[src/rtl/aps_pkg.sv]
package aps_pkg;
  localparam int unsigned APS_NPIN = 2;
  localparam int unsigned APS_PER_W = 10;
  localparam int unsigned APS_ASR_W = 3;
  localparam int unsigned APS_ASR_MIN = 2;

  // reserved assertion times fall back to the minimum
  function automatic logic [APS_ASR_W-1:0] clamp_asr(input logic [APS_ASR_W-1:0] v);
    return (v < APS_ASR_W'(APS_ASR_MIN)) ? APS_ASR_W'(APS_ASR_MIN) : v;
  endfunction
endpackage

[src/rtl/aps_tick.sv]
module aps_tick #(
  parameter int unsigned TICK_DIV = 100
) (
  input  logic clk_i,
  input  logic rst_ni,
  input  logic restart_i,
  output logic tick_o
);
  localparam int unsigned CW = (TICK_DIV > 1) ? $clog2(TICK_DIV) : 1;
  localparam logic [CW-1:0] LAST = CW'(TICK_DIV - 1);

  logic [CW-1:0] cnt_q;

  always_ff @(posedge clk_i or negedge rst_ni) begin
    if (!rst_ni)                     cnt_q <= '0;
    else if (restart_i || tick_o)    cnt_q <= '0;
    else                             cnt_q <= cnt_q + 1'b1;
  end

  assign tick_o = (cnt_q == LAST);
endmodule

[src/rtl/aps_sched.sv]
module aps_sched
  import aps_pkg::*;
(
  input  logic                 clk_i,
  input  logic                 rst_ni,
  input  logic                 tick_i,
  input  logic                 restart_i,
  input  logic                 sense_en_i,
  input  logic [APS_PER_W-1:0] period_i,
  input  logic [APS_ASR_W-1:0] asr_i,
  output logic                 win_o,
  output logic                 sample_o
);
  logic [APS_PER_W-1:0] pcnt_q;
  logic [APS_PER_W:0]   pnext;
  logic [APS_PER_W-1:0] asr_ext;

  assign pnext   = {1'b0, pcnt_q} + 1'b1;
  assign asr_ext = APS_PER_W'(clamp_asr(asr_i));

  always_ff @(posedge clk_i or negedge rst_ni) begin
    if (!rst_ni)        pcnt_q <= '0;
    else if (restart_i) pcnt_q <= '0;
    else if (tick_i) begin
      if (pnext >= {1'b0, period_i}) pcnt_q <= '0;
      else                           pcnt_q <= pnext[APS_PER_W-1:0];
    end
  end

  // window occupies the first asr ticks of every period
  assign win_o    = sense_en_i && (pcnt_q < asr_ext);
  assign sample_o = win_o && tick_i && !restart_i && (pcnt_q == asr_ext - 1'b1);
endmodule

[src/rtl/aps_sync.sv]
module aps_sync #(
  parameter int unsigned WIDTH = 2
) (
  input  logic             clk_i,
  input  logic             rst_ni,
  input  logic [WIDTH-1:0] d_i,
  output logic [WIDTH-1:0] q_o
);
  for (genvar g = 0; g < WIDTH; g++) begin : g_bit
    logic s1_q, s2_q;
    always_ff @(posedge clk_i or negedge rst_ni) begin
      if (!rst_ni) begin
        s1_q <= 1'b1;
        s2_q <= 1'b1;
      end else begin
        s1_q <= d_i[g];
        s2_q <= s1_q;
      end
    end
    assign q_o[g] = s2_q;
  end
endmodule

[src/rtl/alert_pin_sense.sv]
module alert_pin_sense
  import aps_pkg::*;
#(
  parameter int unsigned TICK_DIV = 100,
  parameter int unsigned DEF_PERIOD = 200,
  parameter int unsigned DEF_ASR = 2
) (
  input  logic                 clk_i,
  input  logic                 rst_ni,
  input  logic                 sense_en_i,
  input  logic                 out_en_i,
  input  logic                 smi_en_i,
  input  logic [APS_PER_W-1:0] period_i,
  input  logic [APS_ASR_W-1:0] assert_time_i,
  input  logic [APS_NPIN-1:0]  hot_req_i,
  input  logic [APS_NPIN-1:0]  pin_lvl_i,
  output logic [APS_NPIN-1:0]  drive_o,
  output logic [APS_NPIN-1:0]  drv_valid_o,
  output logic [APS_NPIN-1:0]  ext_hot_o,
  output logic                 smi_o
);
  logic [APS_PER_W-1:0] per_q;
  logic [APS_ASR_W-1:0] asr_q;
  logic                 restart, tick, sense_win, sample;
  logic [APS_NPIN-1:0]  lvl_s, ext_q, drv_q;
  logic                 any_q;

  // config change restarts timing so a window is never cut short
  always_ff @(posedge clk_i or negedge rst_ni) begin
    if (!rst_ni) begin
      per_q <= APS_PER_W'(DEF_PERIOD);
      asr_q <= APS_ASR_W'(DEF_ASR);
    end else begin
      per_q <= period_i;
      asr_q <= assert_time_i;
    end
  end
  assign restart = (period_i != per_q) || (assert_time_i != asr_q);

  aps_tick #(.TICK_DIV(TICK_DIV)) u_tick (
    .clk_i    (clk_i),
    .rst_ni   (rst_ni),
    .restart_i(restart),
    .tick_o   (tick)
  );

  aps_sched u_sched (
    .clk_i     (clk_i),
    .rst_ni    (rst_ni),
    .tick_i    (tick),
    .restart_i (restart),
    .sense_en_i(sense_en_i),
    .period_i  (period_i),
    .asr_i     (assert_time_i),
    .win_o     (sense_win),
    .sample_o  (sample)
  );

  aps_sync #(.WIDTH(APS_NPIN)) u_sync (
    .clk_i (clk_i),
    .rst_ni(rst_ni),
    .d_i   (pin_lvl_i),
    .q_o   (lvl_s)
  );

  always_ff @(posedge clk_i or negedge rst_ni) begin
    if (!rst_ni)       drv_q <= '0;
    else if (out_en_i) drv_q <= hot_req_i;
    else               drv_q <= '0;
  end

  for (genvar p = 0; p < APS_NPIN; p++) begin : g_pin
    always_ff @(posedge clk_i or negedge rst_ni) begin
      if (!rst_ni)          ext_q[p] <= 1'b0;
      else if (!sense_en_i) ext_q[p] <= 1'b0;
      else if (sample)      ext_q[p] <= ~lvl_s[p];
    end
    assign drive_o[p] = drv_q[p] && out_en_i && !sense_win;
  end

  always_ff @(posedge clk_i or negedge rst_ni) begin
    if (!rst_ni) any_q <= 1'b0;
    else         any_q <= |ext_q;
  end

  assign smi_o       = smi_en_i && sense_en_i && (|ext_q) && !any_q;
  assign drv_valid_o = drv_q;
  assign ext_hot_o   = ext_q;
endmodule

[config.mk]
export PLATFORM = sky130hd
export DESIGN_NAME = alert_pin_sense
export DESIGN_NICKNAME = d
export VERILOG_FILES = /design/src/rtl/aps_pkg.sv /design/src/rtl/aps_tick.sv /design/src/rtl/aps_sched.sv /design/src/rtl/aps_sync.sv /design/src/rtl/alert_pin_sense.sv
export SDC_FILE = /design/constraint.sdc
export NUM_CORES = 1
export LEC_CHECK = 0
export BUFFER_PORTS_ARGS = -buffer_cell sky130_fd_sc_hd__buf_4
export CAP_MARGIN = 20
export CORE_ASPECT_RATIO = 1.25
export CORE_MARGIN = 10
export CORE_UTILIZATION = 40
export CTS_BUF_LIST = sky130_fd_sc_hd__clkbuf_4 sky130_fd_sc_hd__clkbuf_8 sky130_fd_sc_hd__clkbuf_16
export CTS_CLUSTER_SIZE = 8
export DETAILED_ROUTE_END_ITERATION = 16
export SYNTH_ARGS = -nofsm -noshare
export SYNTH_HDL_FRONTEND = slang
export SYNTH_SLANG_ARGS = --single-unit
[constraint.sdc]
create_clock -name clk_i -period 2.5 [get_ports clk_i]
set_input_delay 0.125 -clock clk_i [delete_from_list [all_inputs] [get_ports clk_i]]
set_output_delay 0.125 -clock clk_i [all_outputs]
set_load 0.03 [all_outputs]
; Word-level counts from Yosys, hierarchy flattened
; Cells that the tools add are included.
[totals]
output_inout_bits = 7
wordCells = 53
regBits = 39
[classes]
eq_ne = 5
addsub = 3
n_bitwise = 2
order_cmp = 3
n_reduce_logical = 18
muxes = 10
[op_table]
columns = operator, count
row1 = 2-to-1 mux 10 bit, 3
row2 = "adder 10 x 1 -> 11 bit, second input constant", 1
row3 = greater-or-equal comparator 11 x 10 -> 1 bit, 1
row4 = logical AND 1 bit, 11
row5 = == test 10 bit, 1
row6 = less-than comparator 10 x 3 -> 1 bit, 1
row7 = != test 10 bit, 1
row8 = "adder 7 x 1 -> 7 bit, second input constant", 1
row9 = "== test 7 bit, second input constant", 1
row10 = 2-to-1 mux 7 bit, 1
row11 = 2-to-1 mux 1 bit, 4
row12 = "subtractor 3 x 1 -> 4 bit, second input constant", 1
row13 = logical NOT 1 bit, 3
row14 = "less-than comparator 3 x 2 -> 1 bit, second input constant", 1
row15 = 2-to-1 mux 3 bit, 1
row16 = != test 3 bit, 1
row17 = logical OR 1 bit, 2
row18 = 2-to-1 mux 2 bit, 1
row19 = "!= test 2 x 1 -> 1 bit, second input constant", 1
row20 = NOT 1 bit, 2
row21 = nonzero test 2 bit, 1
row22 = OR reduction 2 bit, 1

; Logic depth before layout (Yosys ltp)
; Gate-level depths: netlist (run 1).
[logic_depth]
word_depth = 9
mapped_depth = 14
ltp_nobuf = 11

; Hierarchy
; From an unflattened synthesis (run 1), not the netlist that was laid out.
[unflattened]
hier_cells = 202
hier_area_um2 = 2147.1
[by_module_without_submodules]
columns = module, seq_area_each_um2, n_inst, area_each_um2, cells_each
row1 = aps_sched, 250.2, 1, 1033.5, 120
row2 = alert_pin_sense, 455.4, 1, 674.4, 45
row3 = aps_tick, 175.2, 1, 319.1, 31
row4 = aps_sync, 105.1, 1, 120.1, 6

; Least setup slack after synthesis (run 1)
; No wires, ideal clock.
[synth_path]
kind = flip-flop to flip-flop
startpoint = register u_sched.pcnt_q[1]
endpoint = register u_sched.pcnt_q[7]
slack_ns = 0.010
period_less_slack_ns = 2.490
arrival_ns = 2.415
required_ns = 2.426
setup_time_ns = 0.074
stages_incl_launch_ff = 13
path_cell_list = dfrtp_1 -> ha_1 -> nand4_1 -> nor2_1 -> xor2_1 -> ha_1 -> a21oi_1 -> o21ai_0 -> o21bai_1 -> a21oi_1 -> buf_2 -> nand3_1 -> a21oi_2
[synth_via]
elab_chain_cells = 5
[synth_lines]
columns = item, line
row1 = from (decl), aps_sched.sv:14  ; logic [APS_PER_W-1:0] pcnt_q;
row2 = from (signal assigned), aps_sched.sv:26  ; else pcnt_q <= pnext[APS_PER_W-1:0];
row3 = adder 10 x 1 -> 11 bit (*), aps_sched.sv:18  ; assign pnext = {1'b0, pcnt_q} + 1'b1;
row4 = greater-or-equal comparator 11 x 10 -> 1 bit, aps_sched.sv:25  ; if (pnext >= {1'b0, period_i}) pcnt_q <= '0;
row5 = 2-to-1 mux 10 bit (*), aps_sched.sv:25
row6 = 2-to-1 mux 10 bit (*), aps_sched.sv:24  ; else if (tick_i) begin
row7 = 2-to-1 mux 10 bit (*), aps_sched.sv:23  ; else if (restart_i) pcnt_q <= '0;
; Every way passes the cells marked *; elsewhere a longest branch is shown, timed or not. The select of a mux whose other input is x is not followed.
; A chain may end at the register's enable or synchronous reset.

; Final worst setup path (run 1)
[layout_path]
startpoint = register u_sched.pcnt_q[0]
endpoint = register u_sched.pcnt_q[5]
; Same word-level chain as after synthesis.

==> results.py, run 1 <==
metrics = {
    "synth": {
        "synth-seq-cells": 39,
        "synth_top_cell_area_share": 0.357,
        "syn_nets": 252,
        "yosysWarnings": 0,
        "async_flop_share": 1.00,
        "yosysSeqAreaShare": 0.453,
        "synthFlopType": "dfrtp_1",
        "synthDistinctLibCells": 40,
        "ys_top_cells_by_area": "dfrtp_1 (36%), dfstp_2 (9.7%), ha_1 (9.2%)",
        "synth_edf_count": 0,
        "yosys.area.top_type": "dfrtp_1",
        "synthCells": 214,
        "syn_area_um2": 2170,
        "post_synth.cell_area_avg_um2": 10.2,
    },
    "final_layout": {
        "antennaDiodeCount": 0,
        "layout_common_cells": "buf_4 (44), dfrtp_1 (31), nand2_1 (19), xor2_1 (18), dlygate4sd3_1 (16)",
        "final_cells": 337,
        "layout_commonest_cell": "buf_4",
        "drive_above_1_share": 0.316,
        "nets": 312,
        "syn_to_final_growth_pct": 34.0,
    },
    "global_route": {
        "gr-total-overflow": 0,
        "grt_pass1_wl_mm": 7.86,
        "antenna_found_initial": 0,
        "grt_max_degree": 40,
        "grt_pass1_vias": 1740,
        "grtUsageTotal": 0.111,
    },
    "job": {
        "maxCapViolCount": 0,
    },
    "sta": {
        "final_max_slew_viol_count": 0,
        "fin_crit_sh": 0.989,
        "tns_ns": 0,
        "skew_ns": 0.00515,
        "whs_ns": 0.0412,
        "grt_setup_unrepaired": "true",
        "min_period_ns": 2.47,
        "worst_pin_slew_ns": 0.490,
        "finalHoldViolCount": 0,
        "max_freq_mhz": 405,
        "setup_violations": 0,
        "max_slew_margin": 0.674,
    },
    "power": {
        "ir_worst_vdd_v": 0.000330,
        "cellPowerDensity_nw_per_um2": 455,
        "design_power_total_uw": 1320,
        "leakagePower_uw": 0.00141,
    },
    "placement": {
        "port_buffers": 28,
        "place_inst": 305,
        "place.gp.congestion": 0.770,
        "post-dp-hpwl_mm": 3.37,
    },
    "floorplanning": {
        "core_um2": 5190,
        "design.die.area_um2": 8800,
        "initial_utilization": 0.419,
        "io_pins": 29,
        "die_x_um": 86.0,
        "die_h_um": 102,
        "rows": 29,
    },
    "critical_path": {
        "cp-start-kind": "flip-flop",
        "crit_buf_inv": 2,
        "r2r_setup_slack_ns": 0.03,
        "arrival_ns": 2.69,
        "critPathSlowestCell": "dfrtp_1",
        "worstRegToRegCells": 12,
        "crit_type": "reg2reg",
        "r2r-start": "u_sched.pcnt_q[0]$_DFFE_PN0N_",
        "crit_path_start": "u_sched.pcnt_q[0]$_DFFE_PN0N_",
        "max_stage_delay_ns": 0.38,
        "path_max_fanout": 7,
        "end_kind": "flip-flop",
        "timing.rr.end": "u_sched.pcnt_q[5]$_DFFE_PN0N_",
        "path_cells": "buf_4, nand3_4, or2_4, nor2_1, xnor2_1, ha_1, a21oi_2, o31ai_2, a21oi_4, buf_6, nand3_1, a31oi_1",
        "cp.required_ns": 2.71,
        "cp_top_family": "simple AND/OR/NAND/NOR gates",
    },
    "clocking": {
        "max-clock-path-buffers": 2,
        "cts_buffers": 5,
        "worstSkewPairLatency_ns": 0.29,
        "root_buffer": "clkbuf_8",
        "cts_tree": "built",
        "cts.sinks": 39,
        "htreeDepth": 2,
        "path_clk_slew_ns": 0.08,
    },
    "min_path": {
        "min_from": "hot_req_i[0]",
        "holdPathStages": 2,
        "worstHoldEndpoint": "drv_valid_o[0]$_DFF_PN0_",
        "min_path_type": "in2reg",
    },
    "drt": {
        "drt_iter0_markers": 55,
        "drc": 0,
        "totalWireLength_mm": 4.69,
        "viasPerCell": 4.87,
        "num_vias": 1640,
        "routedWlPerCell_um": 13.9,
        "detail-route-antenna-nets": 0,
        "drt_first_pass_iters": 3,
    },
    "status": {
        "outcome": "completed",
    },
}
==> synthesized netlist by cell type, types with 5 or more instances <==
master   instances
dfrtp_1         31
nand3_1         14
ha_1            16
inv_1           15
nand2_1         19
xor2_1          18
dfstp_2          8
nor2_1          14
xnor2_1         10
nor3_1           6
a21oi_1         10
nand4_1          5
==> report_power, final <==
| group | total [uW] | leakage (uW) | internal, uW | switching (uW) |
|---|---|---|---|---|
| clock network | 543 | 0.0000612 | 323 | 220 |
| registers | 658 | 0.000494 | 651 | 6.38 |
| logic | 125 | 0.000856 | 64.2 | 60.5 |
| total | 1320 | 0.00141 | 1040 | 287 |
==> worst max-delay path by stage <==
stage	slack, ns	depth (start not counted)	endpoint
2_1_floorplan	0.01	12	u_sched.pcnt_q[7]$_DFFE_PN0N_
3_3_place_gp	0.08	12	u_sched.pcnt_q[3]$_DFFE_PN0N_
3_5_place_dp	-0.03	12	u_sched.pcnt_q[5]$_DFFE_PN0N_
4_1_cts	0.01	12	u_sched.pcnt_q[5]$_DFFE_PN0N_
5_1_grt	-0.17	12	u_sched.pcnt_q[4]$_DFFE_PN0N_
6_report	0.03	12	u_sched.pcnt_q[5]$_DFFE_PN0N_
==> timing repair <==
item / CTS / global route
endpoints found under the setup margin: 10 / 10
cloned: 1 / 0
buffers inserted: 3 / 4
hold buffers: 16 / 0
gates resized for setup: 2 / 22
hold endpoints to repair: 46 / 0
pin swaps: 1 / 21
==> kinds of logic after synthesis <==
| family | count (synthesis) | share of synthesized area |
|---|---|---|
| simple gates | 81 | 0.213 |
| flops | 39 | 0.453 |
| compound gates | 25 | 0.0708 |
| fa+ha+maj | 16 | 0.0921 |
| xor+xnor | 29 | 0.120 |
| buf+inv | 24 | 0.0506 |
==> per-stage QoR <==
step / setup slack, ns / utilization / area, um^2
floorplan: 0.0104 / - / 2170
global placement: 0.0774 / 0.479 / 2480
detailed placement: -0.0290 / 0.479 / 2480
CTS: 0.0108 / 0.538 / 2790
global route: -0.170 / 0.562 / 2910
finish: 0.0283 / 0.562 / 2910
==> worst register-to-register path: stages (launching register included) <==
cell and delay (ns):
dfrtp_1 0.38, buf_4 0.13, nand3_4 0.10, or2_4 0.32
nor2_1 0.14, xnor2_1 0.20, ha_1 0.32, a21oi_2 0.14
o31ai_2 0.09, a21oi_4 0.15, buf_6 0.16, nand3_1 0.08
a31oi_1 0.18
==> final cells by class <==
type                    count  area (um^2)
clock buffers               6         82.6
clock inverters             2         35.0
fillers                   445         2270
inverters                  15         56.3
multi-input cells         151         1160
flip-flops and latches     39          986
well taps                  62         77.6
repair buffers             62          513
==> state kept, by name, summed over array words and instances, names as in the netlist <==
| signal | cells |
|---|---|
| per_q | 10 |
| u_sched.pcnt_q | 10 |
| u_tick.cnt_q | 7 |
| asr_q | 3 |
| drv_valid_o | 2 |
| ext_hot_o | 2 |
| u_sync.g_bit.s1_q | 2 |
| u_sync.g_bit.s2_q | 2 |
| any_q | 1 |
==> metal layers <==
layer | wire (um) | vias to the layer above | track usage
li1 | - | 842 | -
met1 | 1980 | 763 | 0.123
met2 | 2390 | 29 | 0.186
met3 | 244 | 6 | 0.0414
met4 | 68 | 0 | 0.0457
met5 | 0 | - | 0
No activity file was read; power rests on OpenSTA's default activity.
==> run 2, diff against run 1 <==
--- a/config.mk
+++ b/config.mk
@@ -7,12 +7,16 @@
 export LEC_CHECK = 0
 export BUFFER_PORTS_ARGS = -buffer_cell sky130_fd_sc_hd__buf_4
 export CAP_MARGIN = 20
+export CELL_PAD_IN_SITES_DETAIL_PLACEMENT = 1
+export CELL_PAD_IN_SITES_GLOBAL_PLACEMENT = 1
 export CORE_ASPECT_RATIO = 1.25
 export CORE_MARGIN = 10
 export CORE_UTILIZATION = 40
 export CTS_BUF_LIST = sky130_fd_sc_hd__clkbuf_4 sky130_fd_sc_hd__clkbuf_8 sky130_fd_sc_hd__clkbuf_16
 export CTS_CLUSTER_SIZE = 8
 export DETAILED_ROUTE_END_ITERATION = 16
+export PLACE_DENSITY_LB_ADDON = 0.1
 export SYNTH_ARGS = -nofsm -noshare
 export SYNTH_HDL_FRONTEND = slang
 export SYNTH_SLANG_ARGS = --single-unit
+export TNS_END_PERCENT = 100
==> run 2 against run 1 <==
  * Clock skew is essentially flat
  * Routed wire length grew 13%
  * Core utilization shrank 1.5 points
  * Largest cell class unchanged
==> results.py, run 2 (synthesis results as in run 1) <==
metrics = {
    "drt": {
        "routedWlPerCell_um": 16.0,
        "num_vias": 1680,
        "drc": 0,
        "drt_first_pass_iters": 4,
        "viasPerCell": 5.06,
        "detail-route-antenna-nets": 0,
        "drt_iter0_markers": 36,
        "totalWireLength_mm": 5.30,
    },
    "sta": {
        "skew_ns": 0.00488,
        "fin_crit_sh": 0.984,
        "whs_ns": 0.0449,
        "worst_slack_ns": 0.0408,
        "grt_setup_unrepaired": "true",
        "max_freq_mhz": 407,
        "worst_pin_slew_ns": 0.506,
        "finalHoldViolCount": 0,
        "setup_violations": 0,
        "final_max_slew_viol_count": 0,
        "min_period_ns": 2.46,
        "max_slew_margin": 0.663,
    },
    "global_route": {
        "grtUsageTotal": 0.126,
        "antenna_found_initial": 0,
        "grt_pass1_vias": 1885,
        "gr-total-overflow": 0,
        "grt_max_degree": 40,
        "grt_pass1_wl_mm": 8.94,
    },
    "floorplanning": {
        "initial_utilization": 0.419,
        "io_pins": 29,
        "rows": 29,
        "die_x_um": 86.0,
        "die_h_um": 102,
        "core_um2": 5190,
        "design.die.area_um2": 8800,
    },
    "job": {
        "maxCapViolCount": 0,
    },
    "power": {
        "ir_worst_vdd_v": 0.000292,
        "leakagePower_uw": 0.00136,
        "design_power_total_uw": 1200,
        "cellPowerDensity_nw_per_um2": 425,
    },
    "clocking": {
        "worstSkewPairLatency_ns": 0.29,
        "cts.sinks": 39,
        "path_clk_slew_ns": 0.08,
        "cts_tree": "built",
        "root_buffer": "clkbuf_8",
        "cts_buffers": 5,
        "htreeDepth": 2,
        "max-clock-path-buffers": 2,
    },
    "final_layout": {
        "syn_to_final_growth_pct": 30.3,
        "layout_common_cells": "buf_4 (39), dfrtp_1 (31), nand2_1 (19), xor2_1 (17), dlygate4sd3_1 (16)",
        "fillCellCount": 573,
        "antennaDiodeCount": 0,
        "drive_above_1_share": 0.289,
        "final_core_utilization": 0.546,
        "top_regs": "per_q: 10 flops, u_sched.pcnt_q: 10 flops, u_tick.cnt_q: 7 flops",
        "nets": 307,
        "layout_commonest_cell": "buf_4",
    },
    "critical_path": {
        "timing.rr.end": "u_sched.pcnt_q[5]$_DFFE_PN0N_",
        "crit_type": "reg2reg",
        "r2r-start": "u_sched.pcnt_q[0]$_DFFE_PN0N_",
        "arrival_ns": 2.67,
        "r2r_setup_slack_ns": 0.04,
        "cp-start-kind": "flip-flop",
        "cp.required_ns": 2.71,
        "worstRegToRegCells": 12,
        "max_stage_delay_ns": 0.37,
        "crit_buf_inv": 1,
        "path_max_fanout": 7,
        "cp_top_family": "compound AO/OA/AOI/OAI gates",
        "path_cells": "ha_2, nand4_1, nor2_1, xor2_1, ha_1, a21o_1, a21oi_2, o31ai_2, a21oi_4, buf_6, nand3_2, a31oi_2",
        "critPathSlowestCell": "dfrtp_1",
        "end_kind": "flip-flop",
    },
    "min_path": {
        "holdPathStages": 2,
        "min_from": "hot_req_i[0]",
        "worstHoldEndpoint": "drv_valid_o[0]$_DFF_PN0_",
        "min_path_type": "in2reg",
    },
    "status": {
        "outcome": "completed",
    },
    "placement": {
        "post-dp-hpwl_mm": 3.86,
        "port_buffers": 28,
        "pre_cts_ws_ns": -0.0174,
        "place.gp.congestion": 0.768,
    },
}
[run 2: worst max path at each step]
stage | slack, ns | depth (start not counted) | start | endpoint
floorplan | 0.01 | 12 | u_sched.pcnt_q[1]$_DFFE_PN0N_ | u_sched.pcnt_q[7]$_DFFE_PN0N_
CTS | -0.01 | 12 | u_sched.pcnt_q[0]$_DFFE_PN0N_ | u_sched.pcnt_q[5]$_DFFE_PN0N_
finish | 0.04 | 12 | u_sched.pcnt_q[0]$_DFFE_PN0N_ | u_sched.pcnt_q[5]$_DFFE_PN0N_
global route | -0.12 | 12 | u_sched.pcnt_q[0]$_DFFE_PN0N_ | u_sched.pcnt_q[5]$_DFFE_PN0N_
global placement | 0.04 | 12 | u_sched.pcnt_q[0]$_DFFE_PN0N_ | u_sched.pcnt_q[3]$_DFFE_PN0N_
detailed placement | -0.02 | 12 | u_sched.pcnt_q[0]$_DFFE_PN0N_ | u_sched.pcnt_q[5]$_DFFE_PN0N_
[run 2: final cells by class]
| cell class | count | area (um^2) | share of cell area |
|---|---|---|---|
| Clock buffer | 5 | 68.8 | 0.0243 |
| Clock inverter | 3 | 20.0 | 0.00706 |
| Inverter | 15 | 56.3 | 0.0199 |
| Multi-Input combinational cell | 151 | 1150 | 0.406 |
| Sequential cell | 39 | 986 | 0.348 |
| Tap cell | 62 | 77.6 | 0.0274 |
| Timing Repair Buffer | 57 | 475 | 0.168 |
[run 2: worst reg2reg max path: cells and delay by family (launching register included)]
family | cells | cell delay, ns
fa+ha+maj | 2 | 0.47
simple gates | 3 | 0.42
flops | 1 | 0.37
compound gates | 5 | 0.75
buf+inv | 1 | 0.16
xor+xnor | 1 | 0.22
[run 2: metrics by stage]
stage               TNS, ns  area (um^2)  instances
global placement          0         2480        305
floorplan                 0         2170        214
global route         -0.692         2830        332
finish                    0         2830        332
detailed placement  -0.0288         2480        305
CTS                 -0.0119         2800        332
[run 2: what timing repair did]
item	in CTS	in global routing
pin swaps	12	9
gates cloned	1	0
gates resized for setup	12	8
endpoints found under the hold margin	46	0
buffers inserted	2	0
hold buffers	16	0
setup endpoints to repair	8	10
[run 2: metal layers]
layer / share of wire / global-route usage / routed length, um / vias to the layer above
met4: 0.026 / 0.0571 / 138 / 0
met5: 0 / 0 / 0 / -
met1: 0.41 / 0.134 / 2170 / 807
met2: 0.52 / 0.229 / 2780 / 30
met3: 0.039 / 0.0318 / 209 / 12
li1: - / - / - / 831
[run 2: power breakdown]
part,switching (uW),internal [uW],total (uW),leakage [uW]
clock network,227,194,421,0.0000402
logic,61.8,64.4,126,0.000828
registers,6.34,651,657,0.000494
==> run 3, diff against run 2 <==
--- a/config.mk
+++ b/config.mk
@@ -10,12 +10,12 @@
 export CELL_PAD_IN_SITES_DETAIL_PLACEMENT = 1
 export CELL_PAD_IN_SITES_GLOBAL_PLACEMENT = 1
 export CORE_ASPECT_RATIO = 1.25
-export CORE_MARGIN = 10
 export CORE_UTILIZATION = 40
 export CTS_BUF_LIST = sky130_fd_sc_hd__clkbuf_4 sky130_fd_sc_hd__clkbuf_8 sky130_fd_sc_hd__clkbuf_16
 export CTS_CLUSTER_SIZE = 8
 export DETAILED_ROUTE_END_ITERATION = 16
 export PLACE_DENSITY_LB_ADDON = 0.1
+export SLEW_MARGIN = 20
 export SYNTH_ARGS = -nofsm -noshare
 export SYNTH_HDL_FRONTEND = slang
 export SYNTH_SLANG_ARGS = --single-unit
==> run 3 against run 2 <==
  * The flow now finishes with violations (setup timing)
  * Sequential share of layout area is 1.1 points lower
  * Non-clock buffer count is 7 higher
  * Final cell count is 2.1% higher
  * Critical path depth stayed put
  * Global-route usage is 8.4 points higher
  * Setup slack worse by 0.093 ns
  * Hold slack better by 0.0020 ns
  * Fmax is 3.6% lower
  * Clock skew is 0.0060 ns higher
  * Highest routed layer unchanged
==> results.py, run 3 (synthesis results as in run 1) <==
metrics = {
    "status": {
        "outcome": "finished, violations left",
        "violations": "setup timing",
    },
    "drt": {
        "viasPerCell": 5.13,
        "drt_iter0_markers": 47,
        "drt_first_pass_iters": 4,
        "detail-route-antenna-nets": 0,
        "drc": 0,
        "totalWireLength_mm": 5.50,
        "num_vias": 1738,
        "routedWlPerCell_um": 16.2,
    },
    "critical_path": {
        "cp.required_ns": 2.71,
        "path_max_fanout": 7,
        "crit_type": "reg2reg",
        "end_kind": "flip-flop",
        "cp-start-kind": "flip-flop",
        "arrival_ns": 2.76,
    },
    "clocking": {
        "htreeDepth": 2,
        "worstSkewPairLatency_ns": 0.29,
        "max-clock-path-buffers": 2,
        "root_buffer": "clkbuf_8",
        "cts.sinks": 39,
        "cts_tree": "built",
        "cts_buffers": 5,
        "path_clk_slew_ns": 0.08,
    },
    "global_route": {
        "grtUsageTotal": 0.210,
        "gr-total-overflow": 0,
        "grt_pass1_vias": 1916,
        "grt_max_degree": 40,
        "antenna_found_initial": 0,
        "grt_pass1_wl_mm": 8.89,
    },
    "final_layout": {
        "nets": 314,
        "multi_input_area_um2": 1170,
        "area.sequential_um2": 986,
        "fillCellCount": 585,
        "top_regs": "per_q: 10 flops, u_sched.pcnt_q: 10 flops, u_tick.cnt_q: 7 flops",
        "antennaDiodeCount": 0,
        "drive_above_1_share": 0.321,
        "layout_commonest_cell": "buf_4",
        "syn_to_final_growth_pct": 34.6,
        "layout_common_cells": "buf_4 (47), dfrtp_1 (31), nand2_1 (19), xor2_1 (18), dlygate4sd3_1 (16)",
        "final_cells": 339,
    },
    "sta": {
        "final_max_slew_viol_count": 0,
        "grt_setup_unrepaired": "true",
        "max_slew_margin": 0.661,
        "worst_pin_slew_ns": 0.509,
        "fin_crit_sh": 1.02,
        "skew_ns": 0.0109,
        "setup_violations": 9,
        "tns_ns": -0.208,
        "min_period_ns": 2.55,
        "finalHoldViolCount": 0,
        "worst_slack_ns": -0.0523,
        "max_freq_mhz": 392,
    },
    "placement": {
        "place.gp.congestion": 0.795,
        "port_buffers": 28,
        "place_inst": 308,
        "post-dp-hpwl_mm": 3.82,
        "pre_cts_ws_ns": -0.0827,
    },
    "power": {
        "p_comb_frac": 0.099,
        "clkPwrFrac": 0.407,
        "ir_worst_vdd_v": 0.000338,
        "switching_share": 0.220,
        "cellPowerDensity_nw_per_um2": 455,
        "p_switching_uw": 292,
        "p_int_uw": 1040,
        "seq_power_share": 0.494,
        "leakagePower_uw": 0.00143,
    },
    "job": {
        "maxCapViolCount": 0,
    },
    "floorplanning": {
        "initial_utilization": 0.422,
        "rows": 29,
        "io_pins": 29,
        "die_h_um": 84.4,
        "die_x_um": 68.0,
        "design.die.area_um2": 5740,
        "core_um2": 5150,
    },
    "min_path": {
        "min_path_type": "in2reg",
    },
}
[run 3: cell types whose count changed in the layout (fill, tap and decap cells not counted), moves of 2 or more]
cell        before  now
nand3_1         11    9
a21oi_2          3    6
a21oi_1          7    4
clkbuf_4         0    2
clkinvlp_4       2    0
buf_4           39   47
nand3_2          3    5
[run 3: cell type report]
type | count | share of cell area
multi-input cells | 151 | 0.399
clock inverters | 1 | 0.0103
clock buffers | 7 | 0.0286
well taps | 62 | 0.0265
repair buffers | 64 | 0.179
flip-flops and latches | 39 | 0.337
inverters | 15 | 0.0192
[run 3: path summary, 6_finish.rpt]
check / slack, ns / endpoint / cells after the start / startpoint
max in group asynchronous: 1.78 / u_sync.g_bit[1].s2_q$_DFF_PN1_ / 2 / rst_ni
min reg2reg: 0.36 / u_sync.g_bit[1].s2_q$_DFF_PN1_ / 0 / u_sync.g_bit[1].s1_q$_DFF_PN1_
max: -0.05 / u_sched.pcnt_q[5]$_DFFE_PN0N_ / 12 / u_sched.pcnt_q[0]$_DFFE_PN0N_
min: 0.05 / drv_valid_o[0]$_DFF_PN0_ / 2 / hot_req_i[0]
min in group asynchronous: 0.34 / u_sched.pcnt_q[7]$_DFFE_PN0N_ / 2 / rst_ni
max reg2reg: -0.05 / u_sched.pcnt_q[5]$_DFFE_PN0N_ / 12 / u_sched.pcnt_q[0]$_DFFE_PN0N_
[run 3: power by group through the flow]
stage	sequential, uW	clock (uW)	combinational, uW
after floorplan	672	0	40.7
after global placement	668	0	104
after detailed placement	670	0	108
after CTS	658	554	129
after global routing	659	579	148
final	658	542	131
[run 3: through the flow]
| stage | util | instance area (um^2) | hold WS (ns) | total power (uW) |
|---|---|---|---|---|
| after floorplan | - | 2170 | -0.171 | 713 |
| after global placement | 0.486 | 2510 | 0.133 | 772 |
| after detailed placement | 0.486 | 2510 | 0.134 | 777 |
| after CTS | 0.550 | 2840 | 0.0425 | 1340 |
| after global routing | 0.568 | 2930 | 0.0526 | 1390 |
| final | 0.568 | 2930 | 0.0468 | 1330 |
[run 3: worst max-delay path, stage by stage, from the launching register on]
cell	delay, ns
dfrtp_1	0.40
ha_2	0.19
nand4_1	0.17
nor2_1	0.19
xor2_1	0.24
ha_1	0.31
a21oi_2	0.14
o21ai_1	0.08
o21bai_4	0.18
a21oi_4	0.15
buf_6	0.16
nand3_2	0.07
a31oi_2	0.20
[run 3: what timing repair did]
item | in CTS | in global routing
hold buffers | 16 | 0
gates cloned | 1 | 0
setup buffers | 2 | 4
pin swaps | 8 | 10
endpoints found under the hold margin | 46 | 0
endpoints found under the setup margin | 10 | 12
gates resized for setup | 11 | 12
[run 3: layer usage]
metal | up-vias | wire length, um | track usage
met1 | 847 | 2170 | 0.238
li1 | 843 | - | -
met5 | - | 0 | 0
met2 | 38 | 3010 | 0.376
met3 | 10 | 187 | 0.0476
met4 | 0 | 132 | 0.0644
